$ cat src/rtl/stepseq_pkg.sv
package stepseq_pkg;
  localparam int RING_LEN = 8;
  localparam int POS_W    = $clog2(RING_LEN);
  localparam int PHASES   = 4;

  typedef logic [POS_W-1:0] pos_t;

  // active-high winding-end drives, packed {B2,B1,A2,A1}
  typedef struct packed {
    logic b2;
    logic b1;
    logic a2;
    logic a1;
  } drive_t;

  // park state: A1+B1
  localparam pos_t HOME_POS = pos_t'(1);

  function automatic drive_t ring_drive(pos_t p);
    drive_t d;
    d.a1 = (p == pos_t'(7)) || (p <= pos_t'(1));
    d.b1 = (p >= pos_t'(1)) && (p <= pos_t'(3));
    d.a2 = (p >= pos_t'(3)) && (p <= pos_t'(5));
    d.b2 = (p >= pos_t'(5));
    return d;
  endfunction
endpackage

$ cat src/rtl/step_sync.sv
module step_sync #(
  parameter int WIDTH  = 3,
  parameter int STAGES = 2,
  parameter logic [WIDTH-1:0] RST_VAL = '1
) (
  input  logic             clk,
  input  logic             rst,
  input  logic [WIDTH-1:0] din,     // bit 0 is the edge-detected input
  output logic [WIDTH-2:0] ctl_q,   // remaining bits, aligned with the edge
  output logic             fall
);
  logic [WIDTH-1:0] stg [STAGES];
  logic             edge_prev;

  always_ff @(posedge clk) begin
    if (rst) stg[0] <= RST_VAL;
    else     stg[0] <= din;
  end

  for (genvar g = 1; g < STAGES; g++) begin : g_stage
    always_ff @(posedge clk) begin
      if (rst) stg[g] <= RST_VAL;
      else     stg[g] <= stg[g-1];
    end
  end

  always_ff @(posedge clk) begin
    if (rst) edge_prev <= RST_VAL[0];
    else     edge_prev <= stg[STAGES-1][0];
  end

  assign fall  = edge_prev & ~stg[STAGES-1][0];
  assign ctl_q = stg[STAGES-1][WIDTH-1:1];


  single_pulse_chk: assert property (@(posedge clk) disable iff (rst)
    fall |=> !fall);
endmodule

$ cat src/rtl/pos_ring.sv
module pos_ring
  import stepseq_pkg::*;
(
  input  logic clk,
  input  logic rst,
  input  logic adv,
  input  logic fwd,
  input  logic full,
  output pos_t pos
);
  pos_t stride;
  pos_t pos_nx;

  always_comb begin
    stride = (full && pos[0]) ? pos_t'(2) : pos_t'(1);
    pos_nx = fwd ? pos + stride : pos - stride;
  end

  always_ff @(posedge clk) begin
    if (rst)      pos <= HOME_POS;
    else if (adv) pos <= pos_nx;
  end


  hold_when_idle_chk: assert property (@(posedge clk) disable iff (rst)
    !adv |=> $stable(pos));

  step_moves_chk: assert property (@(posedge clk) disable iff (rst)
    adv |=> pos != $past(pos));

  full_lands_two_phase_chk: assert property (@(posedge clk) disable iff (rst)
    adv && full |=> pos[0]);
endmodule

$ cat src/rtl/phase_out.sv
module phase_out
  import stepseq_pkg::*;
(
  input  logic              clk,
  input  logic              rst,
  input  pos_t              pos,
  input  logic              inhibit,
  output logic [PHASES-1:0] phase_n,
  output logic              flag_a_n,
  output logic              flag_b_n
);
  drive_t drv;

  always_comb drv = ring_drive(pos);

  always_ff @(posedge clk) begin
    if (rst) begin
      phase_n  <= ~ring_drive(HOME_POS);
      flag_a_n <= 1'b1;
      flag_b_n <= 1'b1;
    end else begin
      phase_n  <= inhibit ? '1 : ~drv;
      flag_a_n <= drv.a1 | drv.a2;
      flag_b_n <= drv.b1 | drv.b2;
    end
  end


  inhibit_release_chk: assert property (@(posedge clk) disable iff (rst)
    !$past(rst) && $past(inhibit) |-> phase_n == '1);

  one_or_two_on_chk: assert property (@(posedge clk) disable iff (rst)
    !$past(rst) && !$past(inhibit) |->
      ($countones(~phase_n) >= 1 && $countones(~phase_n) <= 2));

  flag_a_consistent_chk: assert property (@(posedge clk) disable iff (rst)
    !flag_a_n |-> phase_n[1:0] == 2'b11);

  flag_exclusive_chk: assert property (@(posedge clk) disable iff (rst)
    !(flag_a_n == 1'b0 && flag_b_n == 1'b0));
endmodule

$ cat src/rtl/step_phase_seq.sv
module step_phase_seq
  import stepseq_pkg::*;
(
  input  logic       clk,
  input  logic       rst,
  input  logic       step_in,
  input  logic       dir_in,
  input  logic       half_n_in,
  input  logic       inhibit_in,
  output logic [3:0] phase_n,
  output logic       flag_a_n,
  output logic       flag_b_n
);
  localparam int SYNC_STAGES = 2;

  logic [1:0] ctl_q;   // {half_n, dir} captured with the step edge
  logic       step_fall;
  pos_t       pos;

  step_sync #(
    .WIDTH  (3),
    .STAGES (SYNC_STAGES),
    .RST_VAL(3'b111)
  ) u_sync (
    .clk  (clk),
    .rst  (rst),
    .din  ({half_n_in, dir_in, step_in}),
    .ctl_q(ctl_q),
    .fall (step_fall)
  );

  pos_ring u_ring (
    .clk (clk),
    .rst (rst),
    .adv (step_fall),
    .fwd (ctl_q[0]),
    .full(ctl_q[1]),
    .pos (pos)
  );

  phase_out u_out (
    .clk     (clk),
    .rst     (rst),
    .pos     (pos),
    .inhibit (inhibit_in),
    .phase_n (phase_n),
    .flag_a_n(flag_a_n),
    .flag_b_n(flag_b_n)
  );


  reset_home_chk: assert property (@(posedge clk)
    $past(rst) |-> phase_n == 4'b1010 && flag_a_n && flag_b_n);
endmodule

$ cat config.mk
export PLATFORM = sky130hd
export DESIGN_NAME = step_phase_seq
export DESIGN_NICKNAME = d
export VERILOG_FILES = /design/src/rtl/stepseq_pkg.sv /design/src/rtl/step_sync.sv /design/src/rtl/pos_ring.sv /design/src/rtl/phase_out.sv /design/src/rtl/step_phase_seq.sv
export SDC_FILE = /design/constraint.sdc
export NUM_CORES = 1
export LEC_CHECK = 0
export ABC_AREA = 1
export CAP_MARGIN = 20
export CORE_AREA = 2 2 39 41
export CTS_BUF_LIST = sky130_fd_sc_hd__clkbuf_16
export CTS_CLUSTER_DIAMETER = 30
export DETAILED_ROUTE_END_ITERATION = 10
export DIE_AREA = 0 0 41 43
export DONT_BUFFER_PORTS = 1
export SLEW_MARGIN = 30
export SYNTH_ARGS = -nofsm -noshare
export SYNTH_HDL_FRONTEND = slang
export SYNTH_HIERARCHICAL = 1
export SYNTH_SLANG_ARGS = --single-unit
$ cat constraint.sdc
create_clock -name clk -period 1.5 [get_ports clk]
set_input_delay 0.15 -clock clk [delete_from_list [all_inputs] [get_ports clk]]
set_output_delay 0.15 -clock clk [all_outputs]
set_load 0.02 [all_outputs]
After elaboration in Yosys (flattened, before gate mapping):

Memories as Yosys holds them, arrays and structs flattened.
Index checks and enable logic that the tools add are counted.

* input bits: 6
* output and inout port bits: 6
* register bits after elaboration: 10
* memories kept: 1
* memory bits (writable): 6
* logic and storage cells: 36

Memory list
* u_sync.stg: depth 2, bits a word 3, read ports 2, clocked after Yosys merged registers in 0, write ports 2, line step_sync.sv:12 `logic [WIDTH-1:0] stg [STAGES];`

* order comparisons: 6
* reductions and logical operators: 5
* mux-type cells: 8
* eq/ne operators: 1
* bitwise logic cells: 7
* add/sub/neg operators: 2

Operator list (number)
* 3-bit 2-to-1 mux: 4
* 4-bit NOT: 1
* 1-bit OR: 4
* 3-bit adder: 1
* 3-bit == test, second input constant: 1
* 3-bit by 1-bit greater-or-equal comparator with 1-bit output, second input constant: 1
* 3-bit by 2-bit greater-or-equal comparator with 1-bit output, second input constant: 1
* 3-bit greater-or-equal comparator, second input constant: 1
* 3-bit by 1-bit less-or-equal comparator with 1-bit output, second input constant: 1
* 3-bit by 2-bit less-or-equal comparator with 1-bit output, second input constant: 1
* 3-bit less-or-equal comparator, second input constant: 1
* 1-bit logical AND: 3
* 1-bit 2-to-1 mux: 3
* 3-bit subtractor: 1
* 2-bit 2-to-1 mux: 1
* 2-bit OR reduction: 1
* 1-bit AND: 1
* 1-bit logical OR: 1
* 1-bit NOT: 1

Depth between registers and ports, before layout:

An unclocked memory read counts as a cell.

* depth in word-level cells: 5
* gate-level depth with buffers: 10
* gate-level depth less buffers: 9

Modules after synthesis:

Netlist, hierarchy kept.

Modules (own cells, without submodules)
* step_sync: cells an instance 26, sequential area each 140.1 um^2, area each 219.0 um^2, times used 1
* phase_out: cells an instance 25, sequential area each 120.1 um^2, area each 201.4 um^2, times used 1
* pos_ring: cells an instance 26, sequential area each 60.1 um^2, area each 180.2 um^2, times used 1

Worst setup path after synthesis:

OpenSTA, ideal clock, no wires.

* path type: reg2reg
* from: memory u_sync.stg[1][2]
* to: register u_ring.pos[2]
* data required time: 1.436 ns
* cell stages (with the launch flop): 11
* library setup time: 0.064 ns
* buffers on the path: 1
* clock period less this slack: 1.399 ns
* setup slack: 0.101 ns
* arrival time: 1.335 ns
* path through: dfxtp_1 -> buf_4 -> nand2_1 -> ha_1 -> inv_1 -> fa_1 -> nand2_1 -> nand2_1 -> nor2_1 -> nor2_1 -> nor2_1

RTL lines
* from (decl): line step_sync.sv:12
* to (signal assigned): line pos_ring.sv:21 `else if (adv) pos <= pos_nx;`
* to (decl): line pos_ring.sv:9 `output pos_t pos`

Worst setup path after layout:

* from: register u_ring.pos[0]
* to: register u_ring.pos[2]

* word-level cells in the longest chain between the ends: 4
* elaborated cells between the ends (all ways): 5
* classes of those cells: add/sub: 2; mux: 2; reduce/logical: 1

Ends and longest elaborated chain
* 1-bit logical AND: line pos_ring.sv:15 `stride = (full && pos[0]) ? pos_t'(2) : pos_t'(1);`
* 2-bit 2-to-1 mux: line pos_ring.sv:15
* 3-bit subtractor / 3-bit adder (equally long branches): line pos_ring.sv:16 `pos_nx = fwd ? pos + stride : pos - stride;`
* 3-bit 2-to-1 mux *: line pos_ring.sv:16

Every way passes the cells marked *; elsewhere a longest branch is shown, timed or not.
A chain may end at the register's enable or synchronous reset.

==> metrics.yaml <==
fillers: 124
tightest_slew_ns: 0.339
clk_latency_ns: 0.24
clock-sinks: 16
ioPinCount: 12
whs_ns: 0.00281
initial_core_util_pct: 43.4
grt_pass1_wl_mm: 1.36
fp-row-count: 14
route.detailed.drc: 0
dp_slack_ns: 0.0244
maxSlewHeadroom_pct: 77.3
synth_commonest_cells: "inv_1, dfxtp_1, nand2_1"
critPathRequiredTime_ns: 1.68
yosys_register_bits: 16
core_mm2: 0.00138
grt_pass1_vias: 357
slew_viol_final: 0
dp_cells: 92
setup_violations: 0
layout.nets: 92
post_cts_buffers: 0
die_h_um: 43
clk_path_buf_depth: 2
track_usage_pct: 12.3
setup_tns_ns: 0
fin_skew_ns: 0.00141
vias: 441
seq_area_frac_synth_pct: 53.3
gp_congestion: 0.772
min_period_ns: 1.39
yosysWarnings: 6
synth_area_um2: 601
vias_per_cell: 4.50
fin_ws_ns: 0.110
pwr_density_cell_mw_per_mm2: 1410
grt_overflow: 0
fmax_ghz: 0.720
avgSynthCellArea_um2: 7.80
power_leakage_nw: 0.383
cts_root_buf: "clkbuf_16"
hp-class: "in -> reg"
synth_nets: 85
drtAntennaViolNets: 0
syn_inst: 77
outcome: "complete, no violations"
dr.pass1.iters: 4
post-synth-top-count-cell: "inv_1"
cpMaxStageDelayCell: "fa_2"
stdcell_count: 98
path_max_fanout: 6
io_buffers: 0
synth_ff_type: "dfxtp_1"
drtIter0Drc: 7
num_antenna_cells: 0
crit_chain: "nand2_1 -> ha_1 -> inv_1 -> fa_2 -> nand2_1 -> nand2_1 -> nor2_1 -> nor2_1 -> nor2_1"
timing_worst_setup_path_type: "reg -> reg"
hpwl_um: 623
routed_wl_um: 832
period_share_pct: 92.6
cp-end-kind: "register"
worstPathArrival_ns: 1.57
synth_area_leaders: "dfxtp_1, inv_1, nand2_1, nor2_1, a21oi_1"
die_x_um: 41
synth.top_cell.area_share_pct: 53.3
h-tree-depth: 1
r2r_setup_slack_ns: 0.11
cp_slowest_stage_delay_ns: 0.36
rsz0062_at_grt: "no"
finalHoldViolCount: 0
grt_max_degree: 9
synth_cell_types: 14
peakVddDrop_mv: 0.707
wl_per_cell_um: 8.49
synth-edff-count: 0
start_kind: "register"
layout-drive-gt1-share_pct: 11.0
synth_top_area_cell: "dfxtp_1"
path_clk_slew_ns: 0.04
cap_violations: 0
area_delta_synth_final_pct: 20.2
async_flop_share_pct: 0
antenna_found_initial: 0
die_area_mm2: 0.00176
cts_tree: "built"
numCtsBuffers: 3
[power breakdown]
group	leakage [nW]	internal, mW	switching [mW]	total, mW
sequential	0.131	0.445	0.0158	0.461
combinational	0.215	0.0295	0.0369	0.0664
clock	0.0370	0.348	0.145	0.494
[placed cells by master, fill, tap and decap left out]
| master | netlist | layout |
|---|---|---|
| dfxtp_2 | 0 | 1 |
| inv_2 | 3 | 3 |
| nand3_1 | 4 | 4 |
| ha_1 | 1 | 1 |
| inv_1 | 17 | 17 |
| nor2_1 | 8 | 8 |
| dfxtp_1 | 16 | 15 |
| o21ai_0 | 2 | 2 |
| fa_2 | 0 | 1 |
| nand2_1 | 16 | 16 |
| dlygate4sd3_1 | 0 | 3 |
| buf_4 | 2 | 1 |
| clkbuf_16 | 0 | 3 |
| a21oi_1 | 4 | 4 |
| o21ai_1 | 1 | 1 |
| a31oi_1 | 1 | 1 |
| nand4_1 | 1 | 1 |
[metrics by stage]
| step | utilization (%) | total power [mW] | instance area [um2] |
|---|---|---|---|
| after floorplan | - | 0.516 | 601 |
| after CTS | 51.9 | 1.03 | 718 |
| after global placement | 44.3 | 0.525 | 613 |
| after global routing | 52.2 | 1.06 | 722 |
| after detailed placement | 44.3 | 0.528 | 613 |
| final | 52.2 | 1.02 | 722 |
[cell type report]
class	instances	area, um2	share of cell area, %
clock buffer	3	75.1	10.4
inverter	20	75.1	10.4
multi-input combinational	39	193	26.7
sequential	16	322	44.5
tap	16	20.0	2.77
timing repair buffer	4	37.5	5.20
[worst max-delay path, delay by kind of cell (launching register included)]
| kind | cells | cell delay [ns] |
|---|---|---|
| buf+inv | 1 | 0.05 |
| flops | 1 | 0.34 |
| fa+ha+maj | 2 | 0.49 |
| simple gates | 6 | 0.45 |
[repair_timing]
| action | CTS | global route |
|---|---|---|
| setup endpoints to repair | 0 | 1 |
| gates resized for setup | 0 | 2 |
| hold buffers | 3 | 0 |
| hold endpoints to repair | 4 | 0 |
[logic make-up (layout without fill, tap and decap cells)]
kind of cell | Yosys count | after routing | share of synthesized area [%]
and+or+nand+nor | 29 | 29 | 19.4
AOI/OAI and AO/OA | 8 | 8 | 6.88
DFF | 16 | 16 | 53.3
buffers and inverters | 22 | 27 | 15.0
adders and majority gates | 2 | 2 | 5.42
[worst paths after layout]
kind,depth (start not counted),to,start
max,9,u_ring/pos[2],u_ring/pos[0]
min,2,u_sync/stg[0][2],half_n_in
max reg2reg,9,u_ring/pos[2],u_ring/pos[0]
min reg2reg,2,u_sync/stg[1][0],u_sync/stg[0][0]
[sequential cells by signal, summed over array words and instances (netlist names)]
register	count
u_sync/stg	6
u_out/phase_n	4
u_ring/pos	3
u_out/flag_a_n	1
u_out/flag_b_n	1
u_sync/edge_prev	1
[per-layer routing]
layer	track usage [%]	wire [um]
met5	0	0
met4	10.0	19
met3	4.71	46
met2	19.1	407
met1	11.9	359
(Power assumes the default switching activity.)
